File: src/rtl/rldtmr_pkg.sv
package rldtmr_pkg;
  localparam int ADDR_W      = 2;
  localparam int CTRL_W      = 8;
  localparam logic [ADDR_W-1:0] ADDR_CTRL   = 2'd0;
  localparam logic [ADDR_W-1:0] ADDR_RELOAD = 2'd1;
  localparam logic [ADDR_W-1:0] ADDR_COUNT  = 2'd2;

  localparam int BIT_RUN     = 0;
  localparam int BIT_TRIG    = 1;
  localparam int BIT_EXT     = 2;
  localparam int BIT_EDGE_LO = 3;
  localparam int BIT_EDGE_HI = 4;
  localparam int BIT_ONESHOT = 5;
  localparam int BIT_IRQEN   = 6;
  localparam int BIT_FLAG    = 7;

  typedef struct packed {
    logic load;
    logic tick;
    logic reloadWe;
  } dpStrobe_t;
endpackage

File: src/rtl/rldtmr_ctrl.sv
module rldtmr_ctrl
  import rldtmr_pkg::*;
#(
  parameter int SYNC_STAGES = 2
) (
  input  logic              clk,
  input  logic              rstN,
  input  logic              wrEn,
  input  logic [ADDR_W-1:0] wrAddr,
  input  logic [CTRL_W-1:0] wrData,
  input  logic              evtIn,
  input  logic              underflow,
  output dpStrobe_t         strobes,
  output logic [CTRL_W-1:0] ctrlView,
  output logic              timerOut,
  output logic              irq
);
  logic runBit, extMode, oneShot, irqEn, flagQ, outQ, preQ;
  logic [1:0] edgeSel;
  logic [SYNC_STAGES-1:0] syncQ;
  logic prevQ, rise, fall, evtHit;
  logic ctrlWr, trig, intTick, extTick;

  assign ctrlWr = wrEn && (wrAddr == ADDR_CTRL);
  assign trig   = ctrlWr && wrData[BIT_TRIG];

  // input synchroniser chain
  generate
    if (SYNC_STAGES == 1) begin : g_sync1
      always_ff @(posedge clk or negedge rstN)
        if (!rstN) syncQ <= '0;
        else       syncQ <= evtIn;
    end else begin : g_syncN
      always_ff @(posedge clk or negedge rstN)
        if (!rstN) syncQ <= '0;
        else       syncQ <= {syncQ[SYNC_STAGES-2:0], evtIn};
    end
  endgenerate

  always_ff @(posedge clk or negedge rstN)
    if (!rstN) prevQ <= 1'b0;
    else       prevQ <= syncQ[SYNC_STAGES-1];

  assign rise   = syncQ[SYNC_STAGES-1] & ~prevQ;
  assign fall   = ~syncQ[SYNC_STAGES-1] & prevQ;
  assign evtHit = (edgeSel[0] & rise) | (edgeSel[1] & fall);

  assign intTick = runBit & ~extMode & preQ;
  assign extTick = runBit & extMode & evtHit;

  always_comb begin
    strobes.load     = trig;
    strobes.tick     = (intTick | extTick) & ~trig;
    strobes.reloadWe = wrEn && (wrAddr == ADDR_RELOAD);
  end

  // prescaler: half system clock
  always_ff @(posedge clk or negedge rstN)
    if (!rstN)                  preQ <= 1'b0;
    else if (trig || !runBit)   preQ <= 1'b0;
    else if (!extMode)          preQ <= ~preQ;

  // control fields
  always_ff @(posedge clk or negedge rstN)
    if (!rstN) begin
      extMode <= 1'b0;
      edgeSel <= 2'b00;
      oneShot <= 1'b0;
      irqEn   <= 1'b0;
    end else if (ctrlWr) begin
      extMode <= wrData[BIT_EXT];
      edgeSel <= wrData[BIT_EDGE_HI:BIT_EDGE_LO];
      oneShot <= wrData[BIT_ONESHOT];
      irqEn   <= wrData[BIT_IRQEN];
    end

  always_ff @(posedge clk or negedge rstN)
    if (!rstN)                     runBit <= 1'b0;
    else if (trig)                 runBit <= 1'b1;
    else if (ctrlWr)               runBit <= wrData[BIT_RUN];
    else if (underflow && oneShot) runBit <= 1'b0;

  always_ff @(posedge clk or negedge rstN)
    if (!rstN)                               flagQ <= 1'b0;
    else if (underflow)                      flagQ <= 1'b1;
    else if (ctrlWr && !wrData[BIT_FLAG])    flagQ <= 1'b0;

  always_ff @(posedge clk or negedge rstN)
    if (!rstN)          outQ <= 1'b0;
    else if (underflow) outQ <= ~outQ;

  assign timerOut = outQ;
  assign irq      = flagQ & irqEn;
  assign ctrlView = {flagQ, irqEn, oneShot, edgeSel, extMode, 1'b0, runBit};

  // internal ticks never on back-to-back cycles
  a_r2_tick_spacing: assert property (@(posedge clk) disable iff (!rstN)
    intTick |=> !intTick);
  // the output changes only after an underflow
  a_r4_out_toggle: assert property (@(posedge clk) disable iff (!rstN)
    (outQ != $past(outQ)) |-> $past(underflow));
  // underflow leaves the flag set
  a_r8_flag_set: assert property (@(posedge clk) disable iff (!rstN)
    underflow |=> flagQ);
  // one-shot underflow stops the timer
  a_r5_oneshot_stop: assert property (@(posedge clk) disable iff (!rstN)
    (underflow && oneShot && !ctrlWr) |=> !runBit);
  // trigger starts the timer
  a_r6_trig_run: assert property (@(posedge clk) disable iff (!rstN)
    trig |=> runBit);
endmodule

File: src/rtl/rldtmr_datapath.sv
module rldtmr_datapath
  import rldtmr_pkg::*;
#(
  parameter int CNT_W = 16
) (
  input  logic             clk,
  input  logic             rstN,
  input  dpStrobe_t        strobes,
  input  logic [CNT_W-1:0] wrData,
  output logic [CNT_W-1:0] count,
  output logic [CNT_W-1:0] reloadVal,
  output logic             underflow
);
  localparam logic [CNT_W-1:0] ZERO = '0;
  localparam logic [CNT_W-1:0] ONE  = {{(CNT_W-1){1'b0}}, 1'b1};

  logic [CNT_W-1:0] cntQ, rldQ;
  logic atZero;

  assign atZero    = (cntQ == ZERO);
  assign underflow = strobes.tick && atZero;

  always_ff @(posedge clk or negedge rstN)
    if (!rstN)                 rldQ <= ZERO;
    else if (strobes.reloadWe) rldQ <= wrData;

  always_ff @(posedge clk or negedge rstN)
    if (!rstN)             cntQ <= ZERO;
    else if (strobes.load) cntQ <= rldQ;
    else if (strobes.tick) cntQ <= atZero ? rldQ : (cntQ - ONE);

  assign count     = cntQ;
  assign reloadVal = rldQ;

  // a step at zero reloads
  a_r4_reload: assert property (@(posedge clk) disable iff (!rstN)
    (strobes.tick && !strobes.load && cntQ == ZERO) |=> (cntQ == $past(rldQ)));
  // a step away from zero decrements by one
  a_r3_decrement: assert property (@(posedge clk) disable iff (!rstN)
    (strobes.tick && !strobes.load && cntQ != ZERO) |=> (cntQ == $past(cntQ) - ONE));
  // no step, no load, no change
  a_r7_hold: assert property (@(posedge clk) disable iff (!rstN)
    (!strobes.tick && !strobes.load) |=> $stable(cntQ));
  // load and step never coincide
  a_r6_exclusive: assert property (@(posedge clk) disable iff (!rstN)
    !(strobes.tick && strobes.load));
endmodule

File: src/rtl/evtReloadTimer.sv
module evtReloadTimer
  import rldtmr_pkg::*;
#(
  parameter int CNT_W       = 16,
  parameter int SYNC_STAGES = 2
) (
  input  logic              clk,
  input  logic              rstN,
  input  logic              wrEn,
  input  logic [ADDR_W-1:0] wrAddr,
  input  logic [CNT_W-1:0]  wrData,
  input  logic [ADDR_W-1:0] rdAddr,
  output logic [CNT_W-1:0]  rdData,
  input  logic              evtIn,
  output logic              timerOut,
  output logic              irq
);
  dpStrobe_t strobes;
  logic [CTRL_W-1:0] ctrlView;
  logic [CNT_W-1:0]  count, reloadVal;
  logic              underflow;

  rldtmr_ctrl #(.SYNC_STAGES(SYNC_STAGES)) ctrl_i (
    .clk(clk), .rstN(rstN), .wrEn(wrEn), .wrAddr(wrAddr),
    .wrData(wrData[CTRL_W-1:0]), .evtIn(evtIn), .underflow(underflow),
    .strobes(strobes), .ctrlView(ctrlView), .timerOut(timerOut), .irq(irq)
  );

  rldtmr_datapath #(.CNT_W(CNT_W)) dp_i (
    .clk(clk), .rstN(rstN), .strobes(strobes), .wrData(wrData),
    .count(count), .reloadVal(reloadVal), .underflow(underflow)
  );

  // read mux
  always_comb begin
    case (rdAddr)
      ADDR_CTRL:   rdData = {{(CNT_W-CTRL_W){1'b0}}, ctrlView};
      ADDR_RELOAD: rdData = reloadVal;
      ADDR_COUNT:  rdData = count;
      default:     rdData = '0;
    endcase
  end
endmodule

File: config.mk
export PLATFORM = sky130hd
export DESIGN_NAME = evtReloadTimer
export DESIGN_NICKNAME = d
export VERILOG_FILES = /design/src/rtl/rldtmr_pkg.sv /design/src/rtl/rldtmr_ctrl.sv /design/src/rtl/rldtmr_datapath.sv /design/src/rtl/evtReloadTimer.sv
export SDC_FILE = /design/constraint.sdc
export NUM_CORES = 1
export LEC_CHECK = 0
export BUFFER_PORTS_ARGS = -buffer_cell sky130_fd_sc_hd__buf_2
export CORE_MARGIN = 2
export CORE_UTILIZATION = 50
export CTS_CLUSTER_SIZE = 30
export DETAILED_ROUTE_END_ITERATION = 16
export GPL_ROUTABILITY_DRIVEN = 0
export PLACE_DENSITY = 0.76
export SETUP_SLACK_MARGIN = 0.1
export SYNTH_ARGS = -nofsm -noshare
export SYNTH_HDL_FRONTEND = slang
export SYNTH_SLANG_ARGS = --single-unit
export TNS_END_PERCENT = 30
File: constraint.sdc
create_clock -name clk -period 2.2 [get_ports clk]
set_input_delay 0.22 -clock clk [delete_from_list [all_inputs] [get_ports clk]]
set_output_delay 0.22 -clock clk [all_outputs]
set_load 0.03 [all_outputs]
==> summary.txt, run 1 <==
Clock sinks - 44
Clk_skew - 0.00597 ns
Synth top area share - 0.458
Yosys reg bits - 44
Max FO, Critical Path - 6
Area of placed instances - 2810 um2
Pre-CTS setup slack - 0.126 ns
Most instantiated library cell after synthesis - dfrtp_1
Largest net degree at the start of global routing - 23
Hold wc startpoint - evtIn
Chip width - 73.4 um
Final hold vios - 0
NumNets Final - 319
Max_cap viols - 0
DRT iter0 DRCs - 150
GRT Residual Overflow - 0
Power Total - 0.00294 W
Reg clk slew, reported paths - 0.08 ns
Ys Warns - 0
Layout Utilization - 0.632
Final Cycle Share - 0.948
Worst-Skew Late Latency - 0.30 ns
Status - finished clean
Post-synth EDFFs - 0
Relative slew slack - 0.745
N_diodes - 0
Leading post-synthesis cells by cell area - dfrtp_1 (46%), mux2_2 (9.8%), mux2i_1 (6.7%), o21ai_0 (4.2%), a22o_1 (3.3%)
Clock Path Buffers - 2
Io pins - 42
Worst R2R Path Depth - 6
Top post-synthesis cells by count - dfrtp_1 (44), mux2_2 (21), o21ai_0 (20)
Hold Path End - ctrl_i.syncQ[0]
Cell area after layout - 2970 um2
Root buffer cell - clkbuf_8
Slew Viols, Final - 0
CP Capture Type - register
Synth Cell Area - 2400 um2
Vias in the first global route - 2014
Min Tclk post-route - 2.08 ns
Row cnt - 25
Synth area leader - dfrtp_1
RSZ-0062 raised after global routing - true
TritonRoute pass-1 iters - 4
Wire per inst - 16.9 um
Syn avg cell area - 10.4 um2
Syn_nets - 258
Via count - 2056
Power Dens Cells - 992 nW/um2
Tot GR Track Use - 0.240
Global-route wire length before repair - 9790 um
Gate Count Post-Synth - 232
Vias per cell - 5.91
Die area - 5380 um2
Die Y - 73.4 um
Core area - 4690 um2
Crit Path Category - register to register
HP Class - input port to register
Static leakage - 1.38 nW
Num CTS Buffers - 5
Port Buffers - 41
Synth Flop Type - dfrtp_1
Slew @ Worst Pin - 0.380 ns
DRC viols - 0
Hold Path Stages - 1
Share of layout cells above drive strength 1 - 0.361
Req. time, crit path - 2.40 ns
Reg2reg setup slack - 0.12 ns
CP Launch Type - register
Sequential share of the synthesized area - 0.458
Post-synth ARST share - 1.00
CP arrival - 2.28 ns
Worst flop-to-flop path startpoint - dp_i.count[9]
TritonCTS clock tree - built
Starting Density - 0.513
Antenna viol nets, final - 0
Filler instances - 377
Setup WS post-layout - 0.115 ns
Worst IR Drop VDD - 0.706 mV
Peak Freq - 0.480 GHz
HPWL Detailed - 4230 um
FF-to-FF End - dp_i.count[3]
Initial antenna violation count - 0
Synth cell types - 44
CTS H-tree lvls - 2
DRT Wirelength - 5890 um
Total Neg Setup Slack - 0 ns
Final setup vio count - 0
Area growth from synthesis to layout - 23.3%
timing repair:
action	CTS	global route
hold buffers	1	0
setup buffers	0	0
endpoints found under the hold margin	44	0
endpoints found under the setup margin	1	15
gates resized for setup	1	5
cells in the final DEF (no fill, tap or decap), drive strengths merged, types with 2 or more instances in the layout:
cell      n
a21oi    10
and3      3
nor2b     4
or2       2
dfrtp    44
or3       2
a2bb2oi   2
nor3      7
o211ai    3
o22a      2
inv       6
o21ai    21
mux2i    16
nand3     7
ha        2
a22o      9
nor2     11
nand2    18
or4       2
clkbuf    7
buf      63
a22oi     2
o2bb2ai   4
xnor2     2
o22ai     2
mux2     23
nand3b    3
a211oi    2
and2      4
report_power, final:
part | switching (W) | internal [W]
Sequential | 0.000213 | 0.00102
Clock | 0.000273 | 0.000401
Combinational | 0.000579 | 0.000459
Total | 0.00106 | 0.00188
area by class of cell:
class                           count  area [um2]  area share
Timing Repair Buffer               64         380       0.128
Sequential cell                    44        1100       0.372
Tap cell                           54        67.6      0.0228
Multi-Input combinational cell    172        1260       0.427
Clock inverter                      1        30.0      0.0101
Inverter                            6        22.5     0.00759
Clock buffer                        7        96.3      0.0325
how the worst max path moves through the flow:
stage                              from              to  slack [ns]  cells past startpoint
final                     dp_i.count[9]   dp_i.count[3]        0.12                      6
after global routing      dp_i.count[9]   dp_i.count[9]        0.03                      6
after CTS                 dp_i.count[7]   dp_i.count[9]        0.11                      6
after detailed placement  dp_i.count[7]   dp_i.count[9]        0.13                      6
after global placement    dp_i.count[9]   dp_i.count[9]        0.18                      6
after floorplan           dp_i.count[0]  dp_i.count[10]        0.12                      7
routing by layer:
layer	GRT usage	up-vias	part of all wire
met5	0	-	0
met4	0.0828	0	0.015
met3	0.0508	10	0.056
met2	0.383	68	0.49
met1	0.326	999	0.44
li1	-	979	-
metrics by stage:
step / std cells / hold slack (ns)
2_1_floorplan: 232 / -0.0756
3_3_place_gp: 339 / 0.00890
3_5_place_dp: 339 / 0.00999
4_1_cts: 348 / 0.0193
5_1_grt: 348 / 0.0174
6_report: 348 / 0.0302
worst max-delay path, stage by stage (launching register included):
cell     delay, ns
dfrtp_1       0.39
or4_4         0.58
or4_4         0.45
o21ai_2       0.15
buf_4         0.17
o21ai_0       0.09
a22oi_1       0.17
cells by family after synthesis:
family                     Yosys count  synth area share
adders and majority gates            2            0.0104
DFF                                 44             0.458
and+or+nand+nor                     68             0.155
AOI/OAI and AO/OA                   61             0.169
muxes                               39             0.174
buffers and inverters               16            0.0271
xor gates and xnor gates             2           0.00729
sequential cells by signal, indices dropped and copies added, names as in the netlist:
name / cells
ctrl_i.oneShot: 1
dp_i.count: 16
ctrl_i.preQ: 1
ctrl_i.runBit: 1
ctrl_i.irqEn: 1
ctrl_i.edgeSel: 2
ctrl_i.timerOut: 1
dp_i.reloadVal: 16
ctrl_i.prevQ: 1
ctrl_i.extMode: 1
ctrl_i.syncQ: 2
ctrl_i.flagQ: 1
No activity file was read; power rests on OpenSTA's default activity.
==> run 2, diff against run 1 <==
--- a/config.mk
+++ b/config.mk
@@ -11,7 +11,7 @@
 export CTS_CLUSTER_SIZE = 30
 export DETAILED_ROUTE_END_ITERATION = 16
 export GPL_ROUTABILITY_DRIVEN = 0
-export PLACE_DENSITY = 0.76
+export PLACE_DENSITY_LB_ADDON = 0.05
 export SETUP_SLACK_MARGIN = 0.1
 export SYNTH_ARGS = -nofsm -noshare
 export SYNTH_HDL_FRONTEND = slang
==> summary.txt, run 2 (synthesized netlist as in run 1, its figures left out) <==
Slew @ Worst Pin - 0.634 ns (+0.254 ns)
Max FO, Critical Path - 6 (unchanged)
Power Total - 0.00286 W (-2.7%)
Crit Path Category - register to register
Clk_skew - 0.00368 ns (-0.00229 ns)
Port Buffers - 41 (unchanged)
Vias in the first global route - 1983 (-1.5%)
Status - finished clean
Final hold slack - 0.0262 ns (-0.00406 ns)
Num CTS Buffers - 5 (unchanged)
Share of layout cells above drive strength 1 - 0.359 (-0.00148)
Req. time, crit path - 2.39 ns (about the same)
Hold Path Stages - 1 (unchanged)
Worst-Skew Late Latency - 0.29 ns (about the same)
Via count - 2029 (-1.3%)
Initial antenna violation count - 0 (unchanged)
Peak Freq - 0.482 GHz (+0.42%)
Relative slew slack - 0.577 (-0.168)
GRT Residual Overflow - 0 (unchanged)
Most used routing layer - met2
Final hold vios - 0 (unchanged)
GR Layer Usage met2 - 0.392 (+0.00901)
Final Cycle Share - 0.944 (-0.00398)
TritonRoute pass-1 iters - 4 (unchanged)
Die area - 5380 um2 (unchanged)
Postcts setup bufs - 0 (unchanged)
Wire per inst - 16.9 um (-0.16%)
Hold wc startpoint - evtIn
Layout Utilization - 0.634 (+0.00240)
Worst R2R Path Depth - 5 (-1)
Root buffer cell - clkbuf_8
Placed cells - 344 (+1.5%)
Area growth from synthesis to layout - 23.8%
Vias per cell - 5.76 (-2.4%)
HP Class - input port to register
Worst IR Drop VDD - 0.704 mV (-0.27%)
Starting Density - 0.513 (unchanged)
Power Dens Cells - 962 nW/um2 (-3.1%)
FF-to-FF End - dp_i.count[6]
CTS H-tree lvls - 2 (unchanged)
Core area - 4690 um2 (unchanged)
Tot GR Track Use - 0.236 (-0.00389)
RSZ-0062 raised after global routing - true
DRT Wirelength - 5950 um (+0.99%)
DRT iter0 DRCs - 117 (-22%)
Final setup vio count - 0 (unchanged)
Global-route wire length before repair - 9700 um (-0.92%)
Min Tclk post-route - 2.08 ns (-0.00876 ns)
Max_cap viols - 0 (unchanged)
Highest-count cells in the layout ignoring fill and taps - dfrtp_1 (44), buf_2 (41), buf_4 (26)
Non-filler instance count after layout - 352 (+1.1%)
Row cnt - 25 (unchanged)
Die Y - 73.4 um (unchanged)
NumNets Final - 324 (+1.6%)
Slew Viols, Final - 0 (unchanged)
Chip width - 73.4 um (unchanged)
CP Capture Type - register
Hold Path End - ctrl_i.syncQ[0]
TritonCTS clock tree - built
HPWL Detailed - 4350 um (+3.0%)
Met1 usage - 0.330 (+0.00357)
Largest net degree at the start of global routing - 28 (+22%)
Total Neg Setup Slack - 0 ns (unchanged)
Clock sinks - 44 (unchanged)
CP arrival - 2.26 ns (-0.02 ns)
Commonest non-fill, non-tap cell in the layout - dfrtp_1
Worst flop-to-flop path startpoint - dp_i.count[9]
Io pins - 42 (unchanged)
Antenna viol nets, final - 0 (unchanged)
N_diodes - 0 (unchanged)
Static leakage - 1.39 nW (+0.89%)
DRC viols - 0 (unchanged)
Clock Path Buffers - 2 (unchanged)
CP Launch Type - register
GR Layer Usage met3 - 0.0412 (-0.00960)
Reg clk slew, reported paths - 0.08 ns (about the same)
Reg2reg setup slack - 0.12 ns (about the same)
==> run 2: worst max-delay path by stage <==
| stage | start | endpoint | slack [ns] | cells after the start |
|---|---|---|---|---|
| 2_1_floorplan | dp_i.count[0] | dp_i.count[10] | 0.12 | 7 |
| 3_3_place_gp | dp_i.count[9] | dp_i.count[4] | 0.15 | 6 |
| 3_5_place_dp | dp_i.count[9] | dp_i.count[4] | 0.14 | 6 |
| 4_1_cts | dp_i.count[9] | dp_i.count[4] | 0.11 | 6 |
| 5_1_grt | dp_i.count[9] | dp_i.count[2] | 0.04 | 6 |
| 6_report | dp_i.count[9] | dp_i.count[6] | 0.12 | 5 |
==> run 2: worst max-delay path: stages, from the launching register on <==
cell and delay [ns]:
dfrtp_1 0.39, or4_4 0.58, nor4_4 0.32, a21oi_4 0.16
mux2_1 0.33, o22a_1 0.19
==> run 2: what timing repair did <==
item                                    CTS  global route
hold buffers                              1             0
endpoints found under the hold margin    25             0
gates resized for setup                   0             6
endpoints found under the setup margin    0            14
==> run 2: area by class of cell <==
cell class | count | area (um2)
clock buffer | 7 | 96.3
fill | 414 | 1720
inverter | 6 | 22.5
multi-input combinational | 172 | 1270
sequential | 44 | 1100
tap | 54 | 67.6
timing repair buffer | 69 | 422
==> run 2: metrics by stage <==
step / instance area, um2 / setup slack [ns]
after global placement: 2850 / 0.152
after floorplan: 2410 / 0.124
after CTS: 2950 / 0.107
after detailed placement: 2850 / 0.136
after global routing: 2980 / 0.0387
final: 2980 / 0.124
==> run 2: layer usage <==
metal	vias to the layer above	wire length, um	share of wire
li1	989	-	-
met1	990	2780	0.47
met2	46	2930	0.49
met3	4	202	0.034
met4	0	37	0.0062
met5	-	0	0
==> run 2: report_power, final <==
group	leakage, nW	internal (W)	switching (W)
clock	0.0503	0.000280	0.000268
combinational	0.810	0.000500	0.000623
sequential	0.533	0.00101	0.000178
total	1.39	0.00179	0.00107
==> run 3, diff against run 2 <==
--- a/config.mk
+++ b/config.mk
@@ -7,7 +7,7 @@
 export LEC_CHECK = 0
 export BUFFER_PORTS_ARGS = -buffer_cell sky130_fd_sc_hd__buf_2
 export CORE_MARGIN = 2
-export CORE_UTILIZATION = 50
+export CORE_UTILIZATION = 56
 export CTS_CLUSTER_SIZE = 30
 export DETAILED_ROUTE_END_ITERATION = 16
 export GPL_ROUTABILITY_DRIVEN = 0
==> constraint.sdc (replaced) <==
create_clock -name clk -period 2.22 [get_ports clk]
set_input_delay 0.222 -clock clk [delete_from_list [all_inputs] [get_ports clk]]
set_output_delay 0.222 -clock clk [all_outputs]
set_load 0.03 [all_outputs]
==> summary.txt, run 3 (synthesized netlist as in run 1, its figures left out) <==
Tot GR Track Use - 0.250 (+0.0139)
DRT Wirelength - 5780 um (-2.7%)
Critical path depth - 6 (+1)
TritonRoute pass-1 iters - 4 (unchanged)
Worst flop-to-flop path startpoint - dp_i.count[7]
Crit Path Category - register to register
Final setup vio count - 0 (unchanged)
CP arrival - 2.33 ns (+0.07 ns)
Crit path to - dp_i.count[11]
Final hold slack - 0.0266 ns (+0.000473 ns)
CP Capture Type - register
Reg2reg setup slack - 0.07 ns (-0.05 ns)
Relative slew slack - 0.549 (-0.0285)
Filler instances - 334 (-19%)
Clk_skew - 0.0136 ns (+0.00991 ns)
GRT Residual Overflow - 0 (unchanged)
Starting Density - 0.593 (+0.0801)
FF-to-FF End - dp_i.count[11]
Worst-Skew Late Latency - 0.30 ns (about the same)
Chip width - 69.5 um (-5.2%)
Status - finished clean
Wire per inst - 16.6 um (-1.6%)
Slew @ Worst Pin - 0.677 ns (+0.0428 ns)
DRC viols - 0 (unchanged)
CP Launch Type - register
Row cnt - 23 (-8.0%)
Worst setup startpoint - dp_i.count[7]
Crit path cell chain - or4_4, or4_1, o21ai_2, buf_4, o21ai_0, o2bb2ai_1
HP Class - input port to register
Final hold vios - 0 (unchanged)
Max FO, Critical Path - 8 (+2)
Min Tclk post-route - 2.15 ns (+0.0707 ns)
Commonest non-fill, non-tap cell in the layout - dfrtp_1
Area growth from synthesis to layout - 22.4%
Initial antenna violation count - 0 (unchanged)
Critical path's largest stage delay - 0.57 ns (about the same)
Worst path top cell family by delay - simple AND/OR/NAND/NOR gates
Antenna viol nets, final - 0 (unchanged)
Req. time, crit path - 2.40 ns (about the same)
NumNets Final - 324 (unchanged)
Num CTS Buffers - 5 (unchanged)
Slew Viols, Final - 0 (unchanged)
Clock sinks - 44 (unchanged)
Die area - 4830 um2 (-10%)
Power Total - 0.00278 W (-2.9%)
Vias per cell - 5.95 (+3.2%)
Buf+Inv Stages, Crit Path - 1 (+1)
Peak Freq - 0.466 GHz (-3.3%)
DRT iter0 DRCs - 168 (+44%)
HPWL Detailed - 4180 um (-4.1%)
Max_cap viols - 0 (unchanged)
Share of layout cells above drive strength 1 - 0.356 (-0.00336)
Io pins - 42 (unchanged)
Vias in the first global route - 2013 (+1.5%)
Port Buffers - 41 (unchanged)
Static leakage - 1.38 nW (-0.67%)
RSZ-0062 raised after global routing - true
Final Cycle Share - 0.967 (+0.0233)
Global-route wire length before repair - 9540 um (-1.6%)
Highest-count cells in the layout ignoring fill and taps - dfrtp_1 (44), buf_2 (41), buf_4 (26)
Reg clk slew, reported paths - 0.08 ns (about the same)
TritonCTS clock tree - built
Clock Path Buffers - 2 (unchanged)
Root buffer cell - clkbuf_8
Power Dens Cells - 945 nW/um2 (-1.7%)
Die Y - 69.5 um (-5.2%)
CTS H-tree lvls - 2 (unchanged)
Largest net degree at the start of global routing - 30 (+7.1%)
N_diodes - 0 (unchanged)
Worst IR Drop VDD - 0.665 mV (-5.6%)
Worst R2R Path Depth - 6 (+1)
Worst path slowest cell - or4_4
Core area - 4060 um2 (-14%)
Hold Path Stages - 1 (unchanged)
Via count - 2071 (+2.1%)
## run 3: power by group
| group | internal [W] | switching [W] |
|---|---|---|
| registers | 0.00100 | 0.000177 |
| logic | 0.000500 | 0.000618 |
| clock network | 0.000214 | 0.000266 |
| total | 0.00172 | 0.00106 |
## run 3: worst min-delay path by stage
stage | slack (ns) | from | end
after floorplan | -0.07 | rstN | ctrl_i.edgeSel[0]
after global placement | 0.28 | rstN | dp_i.reloadVal[6]
after detailed placement | 0.29 | rstN | ctrl_i.irqEn
after CTS | 0.02 | evtIn | ctrl_i.syncQ[0]
after global routing | 0.01 | evtIn | ctrl_i.syncQ[0]
final | 0.03 | evtIn | ctrl_i.syncQ[0]
## run 3: through the flow
stage	instances	instance area, um2	setup WS (ns)	util	TNS, ns
6_report	348	2940	0.0735	0.725	0
4_1_cts	348	2920	0.104	0.720	0
2_1_floorplan	232	2400	0.115	-	0
5_1_grt	348	2940	-0.0191	0.725	-0.0191
3_5_place_dp	337	2810	0.0979	0.693	0
3_3_place_gp	337	2810	0.173	0.693	0
## run 3: repair_timing
| item | CTS | global route |
|---|---|---|
| hold endpoints to repair | 27 | 0 |
| hold buffers | 1 | 0 |
| endpoints found under the setup margin | 2 | 18 |
| resized for setup | 0 | 7 |
| pin swaps | 2 | 2 |
| buffers inserted | 3 | 0 |
## run 3: metal layers
| metal | share of wire | global-route usage | routed length [um] | vias up |
|---|---|---|---|---|
| li1 | - | - | - | 992 |
| met1 | 0.46 | 0.345 | 2640 | 1010 |
| met2 | 0.48 | 0.408 | 2790 | 62 |
| met3 | 0.048 | 0.0494 | 279 | 7 |
| met4 | 0.012 | 0.0610 | 69 | 0 |
| met5 | 0 | 0 | 0 | - |
## run 3: worst register-to-register path, cell delays in order (launching register included)
cell and delay, ns:
dfrtp_1 0.38, or4_4 0.57, or4_1 0.47, o21ai_2 0.16, buf_4 0.18, o21ai_0 0.12, o2bb2ai_1 0.15
## run 3: cell type report
| type | count | area (um2) | share of cell area |
|---|---|---|---|
| multi-input cells | 172 | 1260 | 0.427 |
| flip-flops and latches | 44 | 1100 | 0.374 |
| repair buffers | 69 | 422 | 0.143 |
| clock buffers | 6 | 72.6 | 0.0247 |
| well taps | 50 | 62.6 | 0.0213 |
| inverters | 6 | 22.5 | 0.00765 |
| clock inverters | 1 | 5.00 | 0.00170 |
